[config.mk]
export PLATFORM = sky130hd
export DESIGN_NAME = token_ring_arbiter
export DESIGN_NICKNAME = d
export VERILOG_FILES = /design/src/rtl/token_ring_pkg.sv /design/src/rtl/ring_rst_sync.sv /design/src/rtl/ring_mode_reg.sv /design/src/rtl/ring_cell.sv /design/src/rtl/token_ring_arbiter.sv
export SDC_FILE = /design/constraint.sdc
export NUM_CORES = 1
export LEC_CHECK = 0
export BUFFER_PORTS_ARGS = -buffer_cell sky130_fd_sc_hd__buf_2
export CAP_MARGIN = 20
export CORE_AREA = 2 2 39 41
export CTS_CLUSTER_SIZE = 30
export DETAILED_ROUTE_END_ITERATION = 10
export DIE_AREA = 0 0 41 43
export PLACE_DENSITY = 0.54
export SYNTH_ARGS = -nofsm -noshare
export SYNTH_HDL_FRONTEND = slang
export SYNTH_SLANG_ARGS = --single-unit
[constraint.sdc]
create_clock -name clk -period 2.34 [get_ports clk]
set_clock_uncertainty 0.2 [all_clocks]
set_input_delay 0.468 -clock clk [delete_from_list [all_inputs] [get_ports clk]]
set_output_delay 0.468 -clock clk [all_outputs]
set_load 0.05 [all_outputs]
[src/rtl/token_ring_pkg.sv]
package token_ring_pkg;

  typedef enum logic {
    MODE_PARKED = 1'b0,
    MODE_BUSY   = 1'b1
  } ring_mode_e;

endpackage

[src/rtl/ring_rst_sync.sv]
module ring_rst_sync #(
  parameter int STAGES = 2
) (
  input  logic clk,
  input  logic rst_n,
  output logic rst_n_sync
);

  logic [STAGES-1:0] sync_q;
  logic [STAGES-1:0] sync_d;

  always_comb begin
    sync_d = {sync_q[STAGES-2:0], 1'b1};
  end

  always_ff @(posedge clk or negedge rst_n) begin
    if (!rst_n) begin
      sync_q <= '0;
    end else begin
      sync_q <= sync_d;
    end
  end

  assign rst_n_sync = sync_q[STAGES-1];

endmodule

[src/rtl/ring_mode_reg.sv]
module ring_mode_reg
  import token_ring_pkg::*;
(
  input  logic       clk,
  input  logic       rst_n,
  input  logic       mode_pin_i,
  input  logic       any_gnt_i,
  output ring_mode_e mode_o
);

  ring_mode_e mode_q;
  ring_mode_e mode_d;
  logic       mode_en;

  always_comb begin
    mode_en = ~any_gnt_i;
    mode_d  = mode_pin_i ? MODE_BUSY : MODE_PARKED;
  end

  always_ff @(posedge clk or negedge rst_n) begin
    if (!rst_n) begin
      mode_q <= MODE_PARKED;
    end else if (mode_en) begin
      mode_q <= mode_d;
    end
  end

  assign mode_o = mode_q;

endmodule

[src/rtl/ring_cell.sv]
module ring_cell #(
  parameter logic RESET_TOKEN = 1'b0
) (
  input  logic clk,
  input  logic rst_n,
  input  logic req_i,
  input  logic tok_in_i,
  input  logic circulate_i,
  output logic tok_o,
  output logic gnt_o,
  output logic pass_o
);

  logic tok_q;
  logic tok_d;
  logic pass;

  always_comb begin
    pass  = tok_q & ~req_i & circulate_i;
    tok_d = (tok_q & ~pass) | tok_in_i;
  end

  always_ff @(posedge clk or negedge rst_n) begin
    if (!rst_n) begin
      tok_q <= RESET_TOKEN;
    end else begin
      tok_q <= tok_d;
    end
  end

  assign tok_o  = tok_q;
  assign gnt_o  = tok_q & req_i;
  assign pass_o = pass;

endmodule

[src/rtl/token_ring_arbiter.sv]
module token_ring_arbiter
  import token_ring_pkg::*;
#(
  parameter int NUM_CLIENTS = 4
) (
  input  logic                   clk,
  input  logic                   rst_n,
  input  logic                   busy_mode_i,
  input  logic [NUM_CLIENTS-1:0] req_i,
  output logic [NUM_CLIENTS-1:0] gnt_o
);

  localparam int LAST = NUM_CLIENTS - 1;

  logic                   rst_n_s;
  logic [NUM_CLIENTS-1:0] tok_q;
  logic [NUM_CLIENTS-1:0] pass;
  logic [NUM_CLIENTS-1:0] gnt;
  ring_mode_e             mode_q;
  logic                   any_req;
  logic                   circulate;

  ring_rst_sync #(.STAGES(2)) u_rst_sync (
    .clk        (clk),
    .rst_n      (rst_n),
    .rst_n_sync (rst_n_s)
  );

  ring_mode_reg u_mode (
    .clk        (clk),
    .rst_n      (rst_n_s),
    .mode_pin_i (busy_mode_i),
    .any_gnt_i  (|gnt),
    .mode_o     (mode_q)
  );

  always_comb begin
    any_req   = |req_i;
    circulate = (mode_q == MODE_BUSY) | any_req;
  end

  for (genvar i = 0; i < NUM_CLIENTS; i++) begin : g_cell
    localparam int PREV = (i == 0) ? LAST : i - 1;
    ring_cell #(.RESET_TOKEN(i == 0)) u_cell (
      .clk         (clk),
      .rst_n       (rst_n_s),
      .req_i       (req_i[i]),
      .tok_in_i    (pass[PREV]),
      .circulate_i (circulate),
      .tok_o       (tok_q[i]),
      .gnt_o       (gnt[i]),
      .pass_o      (pass[i])
    );
  end

  assign gnt_o = gnt;

endmodule

==> flow_summary.ini, run 1 <==
[sta]
setup_viol = 0
report.final.slew_viol_count = 0
final-hold-violation-count = 0
min_period_over_period_pct = 79.6
period_needed_ns = 1.86
setup_tns_ns = 0
rsz0062_at_grt = false
max_freq_ghz = 0.537
hold_ws_ns = 0.148

[floorplan]
die_area_um2 = 1760
start_util_pct = 26.9
die_w_um = 41
die_y_um = 43
ios = 11
core_area_um2 = 1380
rows = 14

[route]
drt_wl_total_um = 737
vias = 306
drc_errors = 0
ant_nets = 0
vias_per_cell = 4.64
drt_iter0_markers = 0
drt-pass1-iter-count = 1
drt-wirelength-per-cell_um = 11.2

[synthesis]
synth_warnings = 0
synthFlopType = dfrtp_1
seq_area_frac_synth_pct = 47.5
syn_area_per_cell_um2 = 9.78
yosys_register_bits = 7
synth_cells = 38
synth_edf_count = 0
syn-num-nets = 45
syn_area_um2 = 372
ys_types = 21
synth_async_sr_flop_share_pct = 100

[worst_setup_path]
r2r-start = u_mode.mode_o$_DFFE_PN0N_
critPathSlowestCell = dfstp_2
required_ns = 1.67
worst-r2r-setup-slack_ns = 0.84
r2r_end = g_cell[2].u_cell.tok_o$_DFF_PN0_
crit_arrival_ns = 1.19
path_cells = inv_1, nor2_1, buf_2
critPathLaunchType = register
r2r_cells = 3
worst-path-max-fanout = 3
crit_type = reg2out
end_kind = output port
cpPeakStageDelay_ns = 0.53

[clocking]
cts_root_buf = clkbuf_4
clk_path_buf_depth = 2
cts_made_buffers = 3
clkSinkCount = 7
htreeDepth = 1
clkLatencyLatePin_ns = 0.26
cts.clk_slew.worst_paths_ns = 0.05
cts_tree = built

[power]
ir_drop_mv = 0.331
p_leak_uw = 0.000216
power_density_nw_per_um2 = 873
power_uw = 399

[placed_design]
place.gp.congestion = 0.662
io_buffers = 10
dp_hpwl_um = 502

[min_path]
min_to = u_rst_sync.sync_q[1]$_DFF_PN0_
whs_path_depth = 0
worstHoldStart = u_rst_sync.sync_q[0]$_DFF_PN0_
min_path_type = reg2reg

[grt]
grt_pass1_wl_um = 1120
grt_overflow = 0
grt_start_max_net_pins = 10
antenna_found_initial = 0
track_usage_pct = 10.4
grt_pass1_vias = 292

[layout]
syn_to_final_growth_pct = 22.9
fin_nets = 58
drive_gt1_share_pct = 32.0
diodes = 0

[flow_run]
cap_violations = 0

[run_status]
status = complete, no violations
==> metal layers <==
metal | up-vias | part of all wire (%) | track usage, %
met5 | - | 0 | 0
met4 | 0 | 0 | 4.00
met3 | 0 | 9.6 | 9.42
met2 | 11 | 50 | 14.7
met1 | 142 | 41 | 10.6
li1 | 153 | - | -
==> worst max path at each step <==
stage	startpoint	to	slack, ns	cells past startpoint
after floorplan	req_i[3]	g_cell[2].u_cell.tok_o$_DFF_PN0_	0.74	4
after global placement	req_i[0]	gnt_o[0]	0.62	4
after detailed placement	req_i[0]	gnt_o[0]	0.63	4
after CTS	g_cell[0].u_cell.tok_o$_DFF_PN1_	gnt_o[0]	0.46	3
after global routing	g_cell[0].u_cell.tok_o$_DFF_PN1_	gnt_o[0]	0.40	3
final	g_cell[0].u_cell.tok_o$_DFF_PN1_	gnt_o[0]	0.48	3
==> Yosys cell counts (3+ instances only) <==
cell type  number  area share [%]
o21ai_0         4             5.4
inv_1           3             3.0
nor2_1          3             3.0
dfrtp_1         6              40
buf_4           4             8.1
nor4_1          3             5.1
==> cell families after synthesis <==
family | after synthesis | share of synthesized area, %
other | 1 | 1.01
AOI/OAI and AO/OA | 9 | 15.8
and+or+nand+nor | 12 | 18.5
DFF | 7 | 47.5
buffers and inverters | 8 | 14.1
muxes | 1 | 3.03
==> cell type report <==
class,count,area (um^2)
fillers,156,927
repair buffers,13,80.1
flip-flops and latches,7,176
multi-input cells,23,143
inverters,3,11.3
well taps,16,20.0
clock buffers,4,26.3
==> flip-flops by register name, indices dropped and copies added (netlist names) <==
name and cells:
g_cell.u_cell.tok_o 4, u_mode.mode_o 1, u_rst_sync.sync_q 2
==> worst max-delay path, delay by kind of cell, from the launching register on <==
family        cells  cell delay (ns)
simple gates      1             0.09
buf+inv           2             0.31
flops             1             0.53
==> report_power, final <==
part	leakage [uW]	switching (uW)	internal [uW]
logic	0.000115	68.1	43.5
registers	0.0000865	22.9	149
clock network	0.0000150	49.5	65.4
total	0.000216	141	258
==> timing repair <==
item	CTS	global route
hold buffers	3	0
setup endpoints to repair	0	0
buffers inserted	0	0
hold endpoints to repair	6	0
resized for setup	0	0
==> layout by cell type, fill, tap and decap left out, types with 3 or more instances in the layout <==
cell type	Yosys	routed
dlygate4sd3_1	0	3
nor2_1	3	3
buf_2	0	10
inv_1	3	3
nor4_1	3	3
o21ai_0	4	4
dfrtp_1	6	6
clkbuf_4	0	3
==> per-stage QoR <==
step                cell area, um^2  std cells  setup WS [ns]  util, %
CTS                             457         66          0.457     33.0
finish                          457         66          0.478     33.0
detailed placement              400         59          0.629     28.9
floorplan                       372         38          0.744        -
global placement                400         59          0.622     28.9
global route                    457         66          0.398     33.0
Power figures use the tool's default switching activity.
==> inputs of run 2 (changes only) <==
--- a/config.mk
+++ b/config.mk
@@ -5,6 +5,7 @@
 export SDC_FILE = /design/constraint.sdc
 export NUM_CORES = 1
 export LEC_CHECK = 0
+export ABC_AREA = 1
 export BUFFER_PORTS_ARGS = -buffer_cell sky130_fd_sc_hd__buf_2
 export CAP_MARGIN = 20
 export CORE_AREA = 2 2 39 41
==> constraint.sdc (replaced) <==
create_clock -name clk -period 1.8 [get_ports clk]
set_clock_uncertainty 0.2 [all_clocks]
set_input_delay 0.36 -clock clk [delete_from_list [all_inputs] [get_ports clk]]
set_output_delay 0.36 -clock clk [all_outputs]
set_load 0.05 [all_outputs]
==> run 2 against run 1 <==
Synthesized area decreased by 2.7%. Clock power increased by 19%. Register-to-register slack got worse by 0.16 ns. Critical path depth unchanged. Final area decreased by 1.9%. Core utilization decreased by 0.63 points. Flip-flop and latch count unchanged. Cell count increased by 17%. Largest cell class unchanged.
==> flow_summary.ini, run 2 <==
[layout]
final_common_cell = nand2_1
drive_gt1_share_pct = 27.9
diodes = 0
instances_no_fill = 77
fin_nets = 69
final_area_um2 = 448
n_fill_cell = 160
syn_to_final_growth_pct = 23.9
largest_register_ffs = 4
layout_common_cells = nand2_1 (19), buf_2 (10), inv_1 (9), dfrtp_1 (6), nor2_1 (5)

[synthesis]
synth_async_sr_flop_share_pct = 100
seq_area_frac_synth_pct = 48.8
synth_warnings = 0
synth_area_leaders = dfrtp_1 (42%), nand2_1 (20%), inv_1 (9.3%), buf_4 (8.3%), dfstp_2 (7.3%)
syn_area_per_cell_um2 = 7.38
ys_types = 10
synth.most_common_cell = nand2_1
syn-num-nets = 56
ys_top_cells_by_count = nand2_1 (19), inv_1 (9), dfrtp_1 (6), nor2_1 (5), buf_4 (4)
syn_area_um2 = 362
synth_cells = 49
synth_top_area_share_pct = 41.5
synth_top_cell_by_area = dfrtp_1
synthFlopType = dfrtp_1
yosys_register_bits = 7
synth_edf_count = 0

[route]
ant_nets = 0
drt_wl_total_um = 568
drt-pass1-iter-count = 4
drt_iter0_markers = 1
drt-wirelength-per-cell_um = 7.38
vias = 283
vias_per_cell = 3.68
drc_errors = 0

[sta]
fin_ws_ns = 0.108
hold_ws_ns = 0.0138
setup_tns_ns = 0
final-hold-violation-count = 0
period_needed_ns = 1.69
report.final.slew_viol_count = 0
setup_viol = 0
max_freq_ghz = 0.591
min_period_over_period_pct = 94.0
rsz0062_at_grt = false

[grt]
grt_overflow = 0
antenna_found_initial = 0
grt_start_max_net_pins = 5
grt_pass1_vias = 242
track_usage_pct = 8.01
grt_pass1_wl_um = 890

[clocking]
cts_root_buf = clkbuf_4
htreeDepth = 1
cts_resized = 0
cts.clk_slew.worst_paths_ns = 0.05
clkLatencyLatePin_ns = 0.24
cts_made_buffers = 3
clk_path_buf_depth = 2
cts_tree = built
clkSinkCount = 7

[placed_design]
dp_worst_setup_slack_ns = 0.367
place_area_um2 = 402
dp_hpwl_um = 469
io_buffers = 10
placed_cells = 71
place.gp.congestion = 0.606

[power]
p_leak_uw = 0.000279
ir_drop_mv = 0.396
power_density_nw_per_um2 = 1500

[floorplan]
die_w_um = 41
die_area_um2 = 1760
ios = 11
rows = 14
die_y_um = 43
core_area_um2 = 1380
start_util_pct = 26.1

[worst_setup_path]
worst-path-max-fanout = 3
crit_arrival_ns = 1.13
critPathLaunchType = register
r2r_cells = 5
end_kind = output port
required_ns = 1.24
crit_type = reg2out

[run_status]
status = complete, no violations

[min_path]
min_path_type = reg2async

[flow_run]
cap_violations = 0
run 2: cell count changes in the layout (fill, tap and decap cells not counted), sizes merged, moves of 2 or more:
cell,change
nand2,+18
inv,+6
nor2,+4
o21ai,-4
nor4,-3
and2,-2
run 2: metal layers:
metal  share of wire, %  GRT usage, %  vias to the layer above
met2                 42          10.3                       11
li1                   -             -                      161
met5                  0             0                        -
met3                7.9          3.14                        0
met1                 50          9.30                      111
met4                  0          8.00                        0
run 2: cell families after synthesis:
logic type | after synthesis | synth area share (%)
AND/OR/NAND/NOR | 27 | 31.1
other | 1 | 1.04
flip-flops | 7 | 48.8
buffers and inverters | 13 | 17.6
AO/OA/AOI/OAI | 1 | 1.38
run 2: final timing paths:
kind	to	from	slack, ns
max	gnt_o[0]	g_cell[0].u_cell.tok_o$_DFF_PN1_	0.11
min	g_cell[0].u_cell.tok_o$_DFF_PN1_	u_rst_sync.sync_q[1]$_DFF_PN0_	0.01
max reg2reg	u_mode.mode_o$_DFFE_PN0N_	g_cell[0].u_cell.tok_o$_DFF_PN1_	0.68
min reg2reg	g_cell[0].u_cell.tok_o$_DFF_PN1_	u_rst_sync.sync_q[1]$_DFF_PN0_	0.01
max in group asynchronous	g_cell[1].u_cell.tok_o$_DFF_PN0_	u_rst_sync.sync_q[1]$_DFF_PN0_	0.77
min in group clk	u_mode.mode_o$_DFFE_PN0N_	busy_mode_i	0.13
run 2: cell type report:
class                   count  area, um^2  area share, %
multi-input cells          29         121           27.1
inverters                   9        33.8           7.54
repair buffers             12        70.1           15.6
clock buffers               4        26.3           5.87
well taps                  16        20.0           4.47
flip-flops and latches      7         176           39.4
run 2: where the power goes:
| part | switching (uW) | internal, uW | total [uW] | leakage [uW] |
|---|---|---|---|---|
| clock | 52.5 | 84.3 | 137 | 0.0000150 |
| combinational | 195 | 81.0 | 276 | 0.000184 |
| sequential | 33.1 | 224 | 258 | 0.0000798 |
run 2: metrics by stage:
step,utilization [%],total power [uW]
after CTS,32.4,686
after global routing,32.4,747
after detailed placement,29.0,538
after global placement,29.0,536
after floorplan,-,514
final,32.4,670
run 2: worst max-delay path, cell delays in order (launching register included):
cell and delay, ns:
dfstp_2 0.53, nand2_1 0.07, inv_1 0.05, buf_2 0.25
run 2: timing repair:
| action | 4_1_cts | 5_1_grt |
|---|---|---|
| buffers inserted | 0 | 0 |
| endpoints found under the hold margin | 6 | 0 |
| hold buffers | 2 | 0 |
==> inputs of run 3 (changes only) <==
==> constraint.sdc (replaced) <==
create_clock -name clk -period 1.9 [get_ports clk]
set_clock_uncertainty 0.2 [all_clocks]
set_input_delay 0.38 -clock clk [delete_from_list [all_inputs] [get_ports clk]]
set_output_delay 0.38 -clock clk [all_outputs]
set_load 0.05 [all_outputs]
==> run 3 against run 2 <==
Combinational power shrank 5%. Flip-flop and latch count stayed put. Sequential power decreased by 5%. Global-route usage is 0.30 points lower. Register-to-register slack better by 0.11 ns. Sequential share of layout area did not move. Cell count unchanged. Final area stayed put. Hold slack got worse by 0.0096 ns. Via count shrank 2.1%.
==> flow_summary.ini, run 3 (synthesized netlist as in run 2, its figures left out) <==
[layout]
diodes = 0
drive_gt1_share_pct = 27.9
n_fill_cell = 157
largest_register_ffs = 4
layout_common_cells = nand2_1 (19), buf_2 (10), inv_1 (9), dfrtp_1 (6), nor2_1 (5)
fin_nets = 69
final_area_um2 = 448
syn_to_final_growth_pct = 23.9
final_common_cell = nand2_1

[worst_setup_path]
r2r-start = g_cell[0].u_cell.tok_o$_DFF_PN1_
worst-r2r-setup-slack_ns = 0.79
critPathLaunchType = register
r2r_cells = 5
end_kind = output port
required_ns = 1.32
crit_arrival_ns = 1.13
crit_type = reg2out
crit_end = gnt_o[0]
crit_path_start = g_cell[0].u_cell.tok_o$_DFF_PN1_
r2r_end = u_mode.mode_o$_DFFE_PN0N_
worst-path-max-fanout = 3

[floorplan]
die_w_um = 41
rows = 14
ios = 11
die_y_um = 43
die_area_um2 = 1760
core_area_um2 = 1380
start_util_pct = 26.1

[route]
drt_iter0_markers = 2
vias_per_cell = 3.60
drc_errors = 0
vias = 277
ant_nets = 0
drt-pass1-iter-count = 2
drt_wl_total_um = 547
drt-wirelength-per-cell_um = 7.10

[clocking]
clk_path_buf_depth = 2
clkLatencyLatePin_ns = 0.24
htreeDepth = 1
cts_made_buffers = 3
cts_tree = built
clkSinkCount = 7
cts.clk_slew.worst_paths_ns = 0.05
cts_resized = 0
cts_root_buf = clkbuf_4

[placed_design]
place.gp.congestion = 0.607
io_buffers = 10
dp_hpwl_um = 460
place_area_um2 = 402

[sta]
setup_tns_ns = 0
max_freq_ghz = 0.585
setup_viol = 0
final-hold-violation-count = 0
min_period_over_period_pct = 89.9
rsz0062_at_grt = false
period_needed_ns = 1.71
report.final.slew_viol_count = 0

[min_path]
min_path_type = reg2async

[power]
ir_drop_mv = 0.377
p_leak_uw = 0.000279
power_density_nw_per_um2 = 1420

[flow_run]
cap_violations = 0

[grt]
grt_pass1_vias = 228
antenna_found_initial = 0
grt_start_max_net_pins = 5
track_usage_pct = 7.71
grt_overflow = 0
grt_pass1_wl_um = 862

[run_status]
status = complete, no violations
==> run 3: cell counts in the layout (fill, tap and decap cells not counted) <==
No cell type changed its count.
==> run 3: through the flow <==
step | util [%] | std cells | worst slack (ns) | total power [uW] | hold slack [ns]
after CTS | 32.4 | 77 | 0.176 | 649 | 0.0133
after detailed placement | 29.0 | 71 | 0.447 | 510 | -0.118
after global routing | 32.4 | 77 | 0.121 | 704 | 0.0156
after floorplan | - | 49 | 0.528 | 487 | -0.147
after global placement | 29.0 | 71 | 0.457 | 508 | -0.118
final | 32.4 | 77 | 0.191 | 636 | 0.00417
==> run 3: per-layer routing <==
| metal | GRT usage (%) | share of wire (%) | up-vias |
|---|---|---|---|
| li1 | - | - | 160 |
| met1 | 9.63 | 51 | 106 |
| met2 | 8.75 | 39 | 11 |
| met3 | 3.66 | 10 | 0 |
| met4 | 8.00 | 0 | 0 |
| met5 | 0 | 0 | - |
==> run 3: timing repair <==
item                                   CTS  global route
buffers inserted                         0             0
hold buffers                             2             0
endpoints found under the hold margin    6             0
==> run 3: final cells by class <==
cell class	count	area [um^2]	share of cell area [%]
Clock buffer	4	26.3	5.87
Multi-Input combinational cell	29	121	27.1
Tap cell	16	20.0	4.47
Timing Repair Buffer	12	70.1	15.6
Sequential cell	7	176	39.4
Inverter	9	33.8	7.54
==> run 3: power by group <==
part / switching (uW) / internal [uW]
Sequential: 32.4 / 213
Clock: 49.7 / 79.8
Combinational: 184 / 76.8
==> run 3: worst max-delay path, stage by stage (launching register included) <==
cell and delay, ns:
dfstp_2 0.53, nand2_1 0.06, inv_1 0.05, buf_2 0.25
==> run 3: worst min path at each step <==
stage	start	endpoint	slack, ns	cells after the start
4_1_cts	u_rst_sync.sync_q[1]$_DFF_PN0_	g_cell[0].u_cell.tok_o$_DFF_PN1_	0.01	0
2_1_floorplan	u_rst_sync.sync_q[1]$_DFF_PN0_	g_cell[1].u_cell.tok_o$_DFF_PN0_	-0.15	0
3_3_place_gp	u_rst_sync.sync_q[1]$_DFF_PN0_	g_cell[3].u_cell.tok_o$_DFF_PN0_	-0.12	0
3_5_place_dp	u_rst_sync.sync_q[1]$_DFF_PN0_	g_cell[2].u_cell.tok_o$_DFF_PN0_	-0.12	0
6_report	u_rst_sync.sync_q[1]$_DFF_PN0_	g_cell[0].u_cell.tok_o$_DFF_PN1_	0.004	0
5_1_grt	u_rst_sync.sync_q[1]$_DFF_PN0_	g_cell[0].u_cell.tok_o$_DFF_PN1_	0.02	0
